**src/rtl/pdr_pkg.sv**
```systemverilog
// Package: shared sizing constants for the protected clock divider.
// Assumes an 8-bit register with the flag at the top and a 4-bit select.
package pdr_pkg;
    localparam int DATA_W   = 8;
    localparam int SEL_W    = 4;
    localparam int FLAG_BIT = 7;
    localparam logic [DATA_W-1:0] UNLOCK_KEY = 8'h80;
endpackage

```
**src/rtl/pdr_lock.sv**
```systemverilog
// Module: pdr_lock
// Holds the unlock flag, its timeout counter and the divide select register.
// Assumes one write per cycle on a simple strobe/data port; the timeout
// counts master cycles.
module pdr_lock
    import pdr_pkg::*;
#(
    parameter int WINDOW   = 4,
    parameter int FUSE_SEL = 3
) (
    input  logic              clk,
    input  logic              rst_n,
    input  logic              fuse_i,
    input  logic              wr_en_i,
    input  logic [DATA_W-1:0] wr_data_i,
    output logic              unlock_o,
    output logic [SEL_W-1:0]  sel_o
);
    localparam int TW = (WINDOW > 1) ? $clog2(WINDOW) : 1;
    localparam logic [TW-1:0] T_INIT = TW'(WINDOW - 1);

    logic          unlock_q;
    logic [TW-1:0] tmo_q;
    logic [SEL_W-1:0] sel_q;
    logic          key_wr;
    logic          sel_wr;

    // Decode the two kinds of write that matter.
    always_comb begin
        key_wr = wr_en_i && (wr_data_i == UNLOCK_KEY) && !unlock_q;
        sel_wr = wr_en_i && !wr_data_i[FLAG_BIT] && unlock_q;
    end

    // Unlock flag with a fixed, non-extendable timeout.
    always_ff @(posedge clk) begin
        if (!rst_n) begin
            unlock_q <= 1'b0;
            tmo_q    <= '0;
        end else if (key_wr) begin
            unlock_q <= 1'b1;
            tmo_q    <= T_INIT;
        end else if (unlock_q) begin
            if (sel_wr || tmo_q == '0) unlock_q <= 1'b0;
            else                       tmo_q    <= tmo_q - 1'b1;
        end
    end

    // Select register, loaded from the fuse on reset or by a guarded write.
    always_ff @(posedge clk) begin
        if (!rst_n)      sel_q <= fuse_i ? SEL_W'(FUSE_SEL) : '0;
        else if (sel_wr) sel_q <= wr_data_i[SEL_W-1:0];
    end

    assign unlock_o = unlock_q;
    assign sel_o    = sel_q;


    flag_timeout_chk: assert property (@(posedge clk) disable iff (!rst_n)
        !(unlock_q && $past(unlock_q,1) && $past(unlock_q,2)
          && $past(unlock_q,3) && $past(unlock_q,4)));

    sel_locked_chk: assert property (@(posedge clk) disable iff (!rst_n)
        (sel_q != $past(sel_q)) |-> $past(unlock_q));

    sel_load_chk: assert property (@(posedge clk) disable iff (!rst_n)
        (unlock_q && wr_en_i && !wr_data_i[FLAG_BIT])
        |=> (sel_q == $past(wr_data_i[SEL_W-1:0])) && !unlock_o);

    rekey_hold_chk: assert property (@(posedge clk) disable iff (!rst_n)
        (unlock_q && wr_en_i && wr_data_i == UNLOCK_KEY && tmo_q != '0)
        |=> unlock_o);

    key_only_chk: assert property (@(posedge clk) disable iff (!rst_n)
        (!unlock_q && !(wr_en_i && wr_data_i == UNLOCK_KEY)) |=> !unlock_o);
endmodule

```
**src/rtl/pdr_rate.sv**
```systemverilog
// Module: pdr_rate
// Power-of-two divider producing a one-cycle enable pulse.
// Assumes the select input may change at any time; it is sampled only
// in the cycle of a pulse, so periods never shrink mid-way.
module pdr_rate
    import pdr_pkg::*;
#(
    parameter int MAX_LOG = 8
) (
    input  logic             clk,
    input  logic             rst_n,
    input  logic [SEL_W-1:0] sel_i,
    output logic             en_o
);
    localparam int CW = MAX_LOG;

    logic [CW-1:0] cnt_q;
    logic [CW-1:0] reload;
    int            eff;

    // Clamp reserved selects and derive the reload value.
    always_comb begin
        eff    = (int'(sel_i) > MAX_LOG) ? MAX_LOG : int'(sel_i);
        reload = {CW{1'b1}} >> (MAX_LOG - eff);
    end

    // Down-counter; reloads only at a pulse boundary.
    always_ff @(posedge clk) begin
        if (!rst_n)            cnt_q <= '0;
        else if (cnt_q == '0)  cnt_q <= reload;
        else                   cnt_q <= cnt_q - 1'b1;
    end

    assign en_o = (cnt_q == '0);


    pulse_gap_chk: assert property (@(posedge clk) disable iff (!rst_n)
        (en_o && sel_i != '0) |=> !en_o);

    full_rate_chk: assert property (@(posedge clk) disable iff (!rst_n)
        (en_o && sel_i == '0) |=> en_o);
endmodule

```
**src/rtl/pdr_clkdiv.sv**
```systemverilog
// Module: pdr_clkdiv (top)
// Register-mapped clock divider with an unlock-guarded select field.
// Assumes software keeps interrupts off across the two-write sequence.
module pdr_clkdiv
    import pdr_pkg::*;
#(
    parameter int WINDOW   = 4,
    parameter int FUSE_SEL = 3,
    parameter int MAX_LOG  = 8
) (
    input  logic              clk,
    input  logic              rst_n,
    input  logic              fuse_div8,
    input  logic              wr_en,
    input  logic [DATA_W-1:0] wr_data,
    output logic [DATA_W-1:0] rd_data,
    output logic              clk_en
);
    logic             unlock;
    logic [SEL_W-1:0] sel;

    pdr_lock #(.WINDOW(WINDOW), .FUSE_SEL(FUSE_SEL)) u_lock (
        .clk(clk), .rst_n(rst_n), .fuse_i(fuse_div8),
        .wr_en_i(wr_en), .wr_data_i(wr_data),
        .unlock_o(unlock), .sel_o(sel)
    );

    pdr_rate #(.MAX_LOG(MAX_LOG)) u_rate (
        .clk(clk), .rst_n(rst_n), .sel_i(sel), .en_o(clk_en)
    );

    // Readback assembly: flag, zero pad, select.
    always_comb begin
        rd_data = '0;
        rd_data[FLAG_BIT]    = unlock;
        rd_data[SEL_W-1:0]   = sel;
    end


    pad_zero_chk: assert property (@(posedge clk) disable iff (!rst_n)
        rd_data[FLAG_BIT-1:SEL_W] == '0);
endmodule

```
**config.mk**
```make
export PLATFORM = sky130hd
export DESIGN_NAME = pdr_clkdiv
export DESIGN_NICKNAME = d
export VERILOG_FILES = /design/src/rtl/pdr_pkg.sv /design/src/rtl/pdr_lock.sv /design/src/rtl/pdr_rate.sv /design/src/rtl/pdr_clkdiv.sv
export SDC_FILE = /design/constraint.sdc
export NUM_CORES = 1
export LEC_CHECK = 0
export BUFFER_PORTS_ARGS = -buffer_cell sky130_fd_sc_hd__buf_2
export CAP_MARGIN = 0
export CORE_ASPECT_RATIO = 0.6
export CORE_UTILIZATION = 40
export DETAILED_ROUTE_END_ITERATION = 8
export PLACE_DENSITY_LB_ADDON = 0.25
export SYNTH_ARGS = -nofsm -noshare
export SYNTH_HDL_FRONTEND = slang
export SYNTH_SLANG_ARGS = --single-unit
export TNS_END_PERCENT = 20
```
**constraint.sdc**
```tcl
create_clock -name clk -period 3.3 [get_ports clk]
set_clock_uncertainty 0.2 [all_clocks]
set_input_delay 0.495 -clock clk [delete_from_list [all_inputs] [get_ports clk]]
set_output_delay 0.495 -clock clk [all_outputs]
set_load 0.05 [all_outputs]
```
==> results.yml, run 1 <==
sta:
  hold_slack_ps: 335.6
  grt_setup_unrepaired: "no"
  fin_setup_tns_ps: 0
  fmax_mhz: 407.6
  hold_viol: 0
  fin_crit_ps: 2453
  post-route-period-util_pct: 74.34
  slew_viol_final: 0
  fin_ws_ps: 846.8
  setup_viol: 0
finish:
  n_antenna_cell: 0
  nets: 139
  area_delta_synth_final_pct: 14.32
  fin_area_sq_um: 1099
  drive_above_1_share_pct: 22.95
grt:
  track_usage_pct: 16.12
  grt_remaining_overflow: 0
  antenna_found_initial: 0
  grt_pass1_vias: 693
  grt_max_degree: 18
  grt_pass1_wl_mm: 2.939
die:
  fp.dieArea_sq_um: 2609
  rows: 13
  pin_count: 21
  core-area_sq_um: 2212
  die_w_um: 65.28
  start_util_pct: 43.44
  dieHeight_um: 39.97
place:
  placed_cell_area_sq_um: 1052
  place_ws_ps: 1116
  port_buffers: 17
  dp_hpwl_mm: 1.347
  gp_congestion: 0.8434
synth:
  synthArstFlopShare_pct: 0
  synth_edf_count: 4
  ys_warn_count: 0
  syn_inst: 105
  synth.most_common_cell: "dfxtp_1"
  yosysUniqueCellTypes: 43
  synth_common_cells: "dfxtp_1, nand2_1, inv_1"
  yosysSeqAreaShare_pct: 35.42
  synthTopCellsByArea: "dfxtp_1, edfxtp_1, ha_1, nand2_1, inv_1"
  synth_area_leader_cell: "dfxtp_1"
  synth_area_per_cell_sq_um: 9.152
  synth_top_area_share_pct: 22.92
  synth_area_sq_um: 960.9
  ys_seq_elements: 15
  synth_ff_type: "dfxtp_1"
hold_path:
  hold_path_end: "u_lock.sel_o[1]$_DFFE_PP_"
  worstHoldStart: "wr_data[1]"
  worstHoldPathType: "in2reg"
  holdPathStages: 3
power_and_ir_drop:
  power.share.switching_pct: 42.41
  power.switching_w: 0.0003518
  clkPwrFrac_pct: 17.8
  intPower_w: 0.0004776
  p_leak_nw: 0.4609
  ir_drop_mv: 0.2775
  power.density_nw_per_um2: 755.0
  combPwrFrac_pct: 46.9
  seqPwrFrac_pct: 35.3
detailed_routing:
  drc_errors: 0
  ant_nets: 0
  via_per_inst: 5.092
  wl_per_cell_um: 11.49
  num_vias: 774
  first_iter_violations: 20
  first_pass_iters: 4
  routed_wl_mm: 1.746
setup_path:
  end_kind: "output port"
  max_stage_delay_ps: 400
  crit_type: "reg2out"
  path_cells: "inv_1 > ha_1 > nor3b_1 > nand2_4 > clkinv_4 > buf_2"
  regToRegSetupSlack_ps: 1210
  r2r_start: "u_lock.sel_o[3]$_SDFFCE_PN0P_"
  slowest_stage: "nor3b_1"
  r2r-end: "u_rate.cnt_q[1]$_SDFF_PN0_"
  critPathLaunchType: "flop"
  cp_max_fo: 9
  worstRegToRegCells: 5
  worstPathArrival_ps: 1760
  worstPathRequired_ps: 2600
clock_network:
  cts_sinks: 15
  root_buffer: "clkbuf_8"
  post_cts.repair.setup_buffers: 0
  cts_tree: "done"
  cts_resized: 0
  clk_path_buf_depth: 2
  ctsHoldBuffers: 0
  clock_latency_ps: 250
  htree_levels: 1
  cts_buffers: 3
  clk_pin_slew_ps: 60
run_status:
  status: "complete, no violations"
job:
  max_cap_viol_count: 0
[metal layers]
metal / vias up / part of all wire, % / track usage (%)
li1: 399 / - / -
met1: 355 / 50 / 18.29
met3: 2 / 3.8 / 5.966
met2: 18 / 45 / 28.61
met5: - / 0 / 0
met4: 0 / 1.2 / 6.522
[cells by family (layout without fill, tap and decap cells)]
logic type	after synthesis	count (layout)	share of synthesized area, %
fa+ha+maj	4	4	5.209
flops	15	15	35.42
buf+inv	16	31	8.463
simple gates	35	35	22.40
mux	4	4	4.297
compound gates	26	26	20.18
other cells	1	3	0.3903
xor+xnor	4	4	3.646
[critical path, delay by kind of cell, from the launching register on]
kind | cells | cell delay (ps)
flip-flops | 1 | 330
adder cells (fa/ha/maj) | 1 | 190
AND/OR/NAND/NOR | 2 | 530
buffers and inverters | 3 | 450
[power groups by stage]
stage                     combinational [W]  clock (W)  sequential [W]
after floorplan                    0.000312          0        0.000297
after global placement             0.000388          0        0.000296
after detailed placement           0.000388          0        0.000296
after CTS                          0.000390   0.000155        0.000293
after global routing               0.000435   0.000166        0.000300
final                              0.000389   0.000147        0.000293
[flip-flops by register name, indices dropped and copies added (netlist names)]
| signal | flops |
|---|---|
| u_lock.unlock_o | 1 |
| u_lock.tmo_q | 2 |
| u_lock.sel_o | 4 |
| u_rate.cnt_q | 8 |
[stage by stage]
step,total power [W],std cells,utilization [%]
2_1_floorplan,0.0006096,107,-
5_1_grt,0.0009009,152,49.66
6_report,0.0008294,152,49.66
3_5_place_dp,0.0006845,148,47.57
4_1_cts,0.0008384,152,49.66
3_3_place_gp,0.0006835,148,47.57
[cell usage in the layout (no fill, tap or decap), types with 4 or more instances in the layout]
cell type / synthesis / final
a21boi_0: 4 / 4
a21oi_1: 6 / 6
buf_2: 1 / 17
dfxtp_1: 11 / 11
edfxtp_1: 4 / 4
ha_1: 4 / 4
inv_1: 9 / 9
nand2_1: 10 / 10
nand2b_1: 4 / 4
[how the worst max path moves through the flow]
stage                     depth (start not counted)  slack (ps)                          to                           from
final                                             6         850                      clk_en     u_rate.cnt_q[0]$_SDFF_PN0_
after global routing                              6         690                      clk_en     u_rate.cnt_q[0]$_SDFF_PN0_
after CTS                                         6         830                      clk_en     u_rate.cnt_q[0]$_SDFF_PN0_
after detailed placement                          6        1120                      clk_en     u_rate.cnt_q[0]$_SDFF_PN0_
after global placement                            6        1160                      clk_en     u_rate.cnt_q[0]$_SDFF_PN0_
after floorplan                                   6        1000  u_rate.cnt_q[1]$_SDFF_PN0_  u_lock.sel_o[3]$_SDFFCE_PN0P_
[cell type report]
| class | instances | area (sq um) |
|---|---|---|
| Fill cell | 225 | 1114 |
| Multi-Input combinational cell | 76 | 546.8 |
| Sequential cell | 15 | 340.3 |
| Timing Repair Buffer | 17 | 85.08 |
| Inverter | 10 | 42.54 |
| Clock buffer | 3 | 41.29 |
| Tap cell | 30 | 37.54 |
| Clock inverter | 1 | 5.005 |
Power figures use the tool's default switching activity.
==> inputs of run 2 (changes only) <==
--- a/config.mk
+++ b/config.mk
@@ -5,6 +5,7 @@
 export SDC_FILE = /design/constraint.sdc
 export NUM_CORES = 1
 export LEC_CHECK = 0
+export ABC_AREA = 1
 export BUFFER_PORTS_ARGS = -buffer_cell sky130_fd_sc_hd__buf_2
 export CAP_MARGIN = 0
 export CORE_ASPECT_RATIO = 0.6
==> constraint.sdc (replaced) <==
create_clock -name clk -period 2.03 [get_ports clk]
set_clock_uncertainty 0.2 [all_clocks]
set_input_delay 0.3045 -clock clk [delete_from_list [all_inputs] [get_ports clk]]
set_output_delay 0.3045 -clock clk [all_outputs]
set_load 0.05 [all_outputs]
==> results.yml, run 2 <==
die:
  die_w_um: 66.06
  fp.dieArea_sq_um: 2671
  dieHeight_um: 40.43
  core-area_sq_um: 2245
  pin_count: 21
  rows: 13
  start_util_pct: 43.87
finish:
  largest_register_ffs: 8
  layout_commonest_cell: "nand2_1"
  fillers: 226
  n_antenna_cell: 0
  utilization_pct: 50.84
  regMostFlops: "u_rate.cnt_q"
  seqCellArea_sq_um: 340.3
  area_delta_synth_final_pct: 15.88
  fin_area_sq_um: 1141
  drive_above_1_share_pct: 20.37
  final_cell_mix: "nand2_1, inv_1, buf_2"
  nets: 179
  multi_input_comb_area_sq_um: 524.3
synth:
  ys_seq_elements: 15
  yosysSeqAreaShare_pct: 34.56
  synthTopCellsByArea: "dfxtp_1, nand2_1, edfxtp_1, inv_1, nand3_1"
  synth_edf_count: 4
  synth.most_common_cell: "nand2_1"
  synth_area_sq_um: 984.7
  synth_area_per_cell_sq_um: 6.934
  syn_inst: 142
  synth_common_cells: "nand2_1, inv_1, nand3_1"
  synth_ff_type: "dfxtp_1"
  synth_area_leader_cell: "dfxtp_1"
  yosysUniqueCellTypes: 26
  ys_warn_count: 0
  synthArstFlopShare_pct: 0
  synth_top_area_share_pct: 22.36
sta:
  fmax_mhz: 523.2
  grt_setup_unrepaired: "no"
  fin_setup_tns_ps: 0
  setup_viol: 0
  slew_viol_final: 0
  fin_crit_ps: 1911
  post-route-period-util_pct: 94.15
  fin_ws_ps: 118.8
  hold_viol: 0
job:
  max_cap_viol_count: 0
grt:
  track_usage_pct: 17.80
  antenna_found_initial: 0
  grt_pass1_vias: 726
  grt_pass1_wl_mm: 3.249
  grt_remaining_overflow: 0
  grt_max_degree: 12
setup_path:
  worstPathArrival_ps: 1410
  end_kind: "output port"
  worstPathRequired_ps: 1530
  critPathLaunchType: "flop"
  max_stage_delay_ps: 310
  cp_max_fo: 9
  slowest_stage: "dfxtp_1"
  path_cells: "inv_1 > ha_1 > nand2_2 > nor2_8 > buf_2"
  crit_type: "reg2out"
clock_network:
  root_buffer: "clkbuf_8"
  ctsHoldBuffers: 0
  clock_latency_ps: 260
  cts_resized: 0
  htree_levels: 1
  cts_sinks: 15
  post_cts.repair.setup_buffers: 0
  cts_buffers: 3
  cts_tree: "done"
  clk_path_buf_depth: 2
  clk_pin_slew_ps: 70
detailed_routing:
  first_pass_iters: 5
  wl_per_cell_um: 10.94
  first_iter_violations: 133
  drc_errors: 0
  ant_nets: 0
  routed_wl_mm: 2.101
  via_per_inst: 4.833
  num_vias: 928
run_status:
  status: "complete, no violations"
place:
  gp_congestion: 0.8401
  dp_hpwl_mm: 1.687
  port_buffers: 17
  place_ws_ps: 214.3
  placed_cell_area_sq_um: 1096
hold_path:
  worstHoldPathType: "in2reg"
power_and_ir_drop:
  power.density_nw_per_um2: 1237
  p_leak_nw: 0.5623
  ir_drop_mv: 0.5029
==> run 2: cell types whose count changed after synthesis, moves of 4 or more <==
| cell | previous run | this run |
|---|---|---|
| nand2b_1 | 4 | 0 |
| inv_1 | 9 | 24 |
| o21ai_0 | 1 | 7 |
| nor2_1 | 3 | 13 |
| nand3_1 | 1 | 14 |
| a21boi_0 | 4 | 0 |
| nand2_1 | 10 | 33 |
==> run 2: metal layers <==
metal | vias up | wire length (um) | track usage (%)
li1 | 485 | - | -
met1 | 409 | 1094 | 22.70
met2 | 30 | 829 | 27.30
met3 | 4 | 146 | 7.386
met4 | 0 | 30 | 6.383
met5 | - | 0 | 0
==> run 2: layout make-up <==
type                    instances  share of cell area, %
clock buffers                   4                  3.947
repair buffers                 19                  8.772
flip-flops and latches         15                  29.82
inverters                      25                  8.224
well taps                      30                  3.289
multi-input cells              99                  45.94
==> run 2: worst max-delay path: cells and delay by family, from the launching register on <==
| kind | cells | cell delay [ps] |
|---|---|---|
| flops | 1 | 310 |
| fa+ha+maj | 1 | 180 |
| simple gates | 2 | 260 |
| buf+inv | 2 | 410 |
==> run 2: stage by stage <==
| step | std cells | hold WS (ps) | power, W |
|---|---|---|---|
| after global routing | 192 | 137.8 | 0.001514 |
| after floorplan | 144 | 272.9 | 0.001026 |
| after CTS | 192 | 113.8 | 0.001418 |
| final | 192 | 118.9 | 0.001412 |
| after detailed placement | 188 | 366.8 | 0.001162 |
| after global placement | 188 | 352.9 | 0.001153 |
==> run 2: kinds of logic (layout without fill, tap and decap cells) <==
| kind of cell | count (synthesis) | count (layout) | share of synthesized area [%] |
|---|---|---|---|
| adder cells (fa/ha/maj) | 4 | 4 | 5.083 |
| other | 1 | 3 | 0.3808 |
| XOR/XNOR | 2 | 2 | 1.779 |
| AND/OR/NAND/NOR | 72 | 72 | 34.94 |
| flip-flops | 15 | 15 | 34.56 |
| AO/OA/AOI/OAI | 18 | 18 | 10.29 |
| buffers and inverters | 30 | 48 | 12.96 |
==> run 2: path summary, 6_finish.rpt <==
kind                            startpoint                             to  slack (ps)  cells past startpoint
min reg2reg   u_lock.tmo_q[0]$_SDFFE_PN0P_   u_lock.tmo_q[0]$_SDFFE_PN0P_         380                      2
min                             wr_data[3]  u_lock.sel_o[3]$_SDFFCE_PN0P_         120                      3
max             u_rate.cnt_q[0]$_SDFF_PN0_                         clk_en         120                      5
max reg2reg  u_lock.sel_o[3]$_SDFFCE_PN0P_     u_rate.cnt_q[1]$_SDFF_PN0_         160                      9
==> run 2: where the power goes <==
part | internal, W | switching, W | total [W]
sequential | 0.000373 | 0.0000496 | 0.000423
clock | 0.000139 | 0.000113 | 0.000252
combinational | 0.000260 | 0.000477 | 0.000737
==> inputs of run 3 (changes only) <==
--- a/config.mk
+++ b/config.mk
@@ -11,6 +11,7 @@
 export CORE_ASPECT_RATIO = 0.6
 export CORE_UTILIZATION = 40
 export DETAILED_ROUTE_END_ITERATION = 8
+export GPL_TIMING_DRIVEN = 0
 export PLACE_DENSITY_LB_ADDON = 0.25
 export SYNTH_ARGS = -nofsm -noshare
 export SYNTH_HDL_FRONTEND = slang
==> results.yml, run 3 (synthesis gave the netlist of run 2 again) <==
run_status:
  status: "complete, no violations"
sta:
  fin_ws_ps: 102.4
  fin_crit_ps: 1928
  grt_setup_unrepaired: "no"
  slew_headroom_pct: 55.65
  fmax_mhz: 518.8
  fin_setup_tns_ps: 0
  hold_viol: 0
  slew_viol_final: 0
  worst_pin_slew_ps: 658.3
  setup_viol: 0
  post-route-period-util_pct: 94.96
setup_path:
  cp_max_fo: 9
  crit_type: "reg2out"
  max_stage_delay_ps: 310
  end_kind: "output port"
  path_delay_family: "buffers and inverters"
  critPathLaunchType: "flop"
  slowest_stage: "dfxtp_1"
  path_cells: "inv_1 > ha_1 > nand2_2 > nor2_8 > buf_2"
  worstPathArrival_ps: 1420
  startpoint: "u_rate.cnt_q[0]$_SDFF_PN0_"
  worstPathRequired_ps: 1530
  crit_buf_inv: 2
  r2r_start: "u_lock.sel_o[3]$_SDFFCE_PN0P_"
clock_network:
  cts_tree: "done"
  clk_pin_slew_ps: 60
  cts_buffers: 3
  htree_levels: 1
  ctsHoldBuffers: 0
  clk_path_buf_depth: 2
  clock_latency_ps: 250
  root_buffer: "clkbuf_8"
  post_cts.repair.setup_buffers: 0
  cts_sinks: 15
  cts_resized: 0
hold_path:
  worstHoldPathType: "in2reg"
  worstHoldStart: "wr_data[2]"
finish:
  largest_register_ffs: 8
  multi_input_comb_area_sq_um: 524.3
  area_delta_synth_final_pct: 17.79
  regMostFlops: "u_rate.cnt_q"
  final_cell_mix: "nand2_1, inv_1, buf_2"
  seqCellArea_sq_um: 340.3
  fin_cells: 195
  fillers: 232
  nets: 182
  drive_above_1_share_pct: 21.21
  n_antenna_cell: 0
  layout_commonest_cell: "nand2_1"
grt:
  use_met3_pct: 6.818
  grt_pass1_vias: 844
  grt_remaining_overflow: 0
  busiest_layer: "met2"
  grt_max_degree: 11
  track_usage_pct: 20.72
  antenna_found_initial: 0
  grt_pass1_wl_mm: 3.850
  met1_usage_pct: 24.88
  met2_usage_pct: 36.99
detailed_routing:
  via_per_inst: 4.656
  drc_errors: 0
  num_vias: 908
  wl_per_cell_um: 11.39
  routed_wl_mm: 2.222
  first_pass_iters: 4
  first_iter_violations: 57
  ant_nets: 0
job:
  max_cap_viol_count: 0
die:
  rows: 13
  die_w_um: 66.06
  fp.dieArea_sq_um: 2671
  start_util_pct: 43.87
  core-area_sq_um: 2245
  pin_count: 21
  dieHeight_um: 40.43
place:
  place_ws_ps: 172.1
  port_buffers: 17
  place_inst: 191
  dp_hpwl_mm: 1.809
  gp_congestion: 0.8303
power_and_ir_drop:
  power.density_nw_per_um2: 1231
  total_power_w: 0.001428
  p_leak_nw: 0.5757
  ir_drop_mv: 0.7833
[run 3: layer usage]
| layer | vias up | wire (um) |
|---|---|---|
| met5 | - | 0 |
| met3 | 2 | 107 |
| met2 | 18 | 946 |
| met1 | 398 | 1154 |
| met4 | 0 | 14 |
| li1 | 490 | - |
[run 3: power breakdown]
group | switching (W) | internal, W
sequential | 0.0000529 | 0.000373
clock | 0.000109 | 0.000139
combinational | 0.000492 | 0.000261
total | 0.000654 | 0.000774
[run 3: final timing paths]
path                                   endpoint  slack [ps]  depth (start not counted)
setup reg to reg     u_rate.cnt_q[1]$_SDFF_PN0_         140                          9
hold / removal    u_lock.sel_o[2]$_SDFFCE_PN0P_         130                          3
setup / recovery                         clk_en         100                          5
hold reg to reg      u_rate.cnt_q[7]$_SDFF_PN0_         380                          4
[run 3: stage by stage]
stage                     cell area [sq um]  util [%]  hold slack [ps]
after CTS                              1160     51.67            132.2
after global placement                 1115     49.67            350.8
after global routing                   1160     51.67            150.6
after floorplan                       992.2         -            272.9
final                                  1160     51.67            128.0
after detailed placement               1115     49.67            367.7
[run 3: area by class of cell]
class / count / share of cell area, %
Clock buffer: 4 / 3.884
Multi-Input combinational cell: 99 / 45.20
Timing Repair Buffer: 17 / 7.336
Sequential cell: 15 / 29.34
Tap cell: 30 / 3.236
Buffer: 5 / 2.913
Inverter: 25 / 8.091
[run 3: tightest hold or removal path: stages]
cell and delay [ps]:
buf_2 80, nand2_1 50, inv_1 40
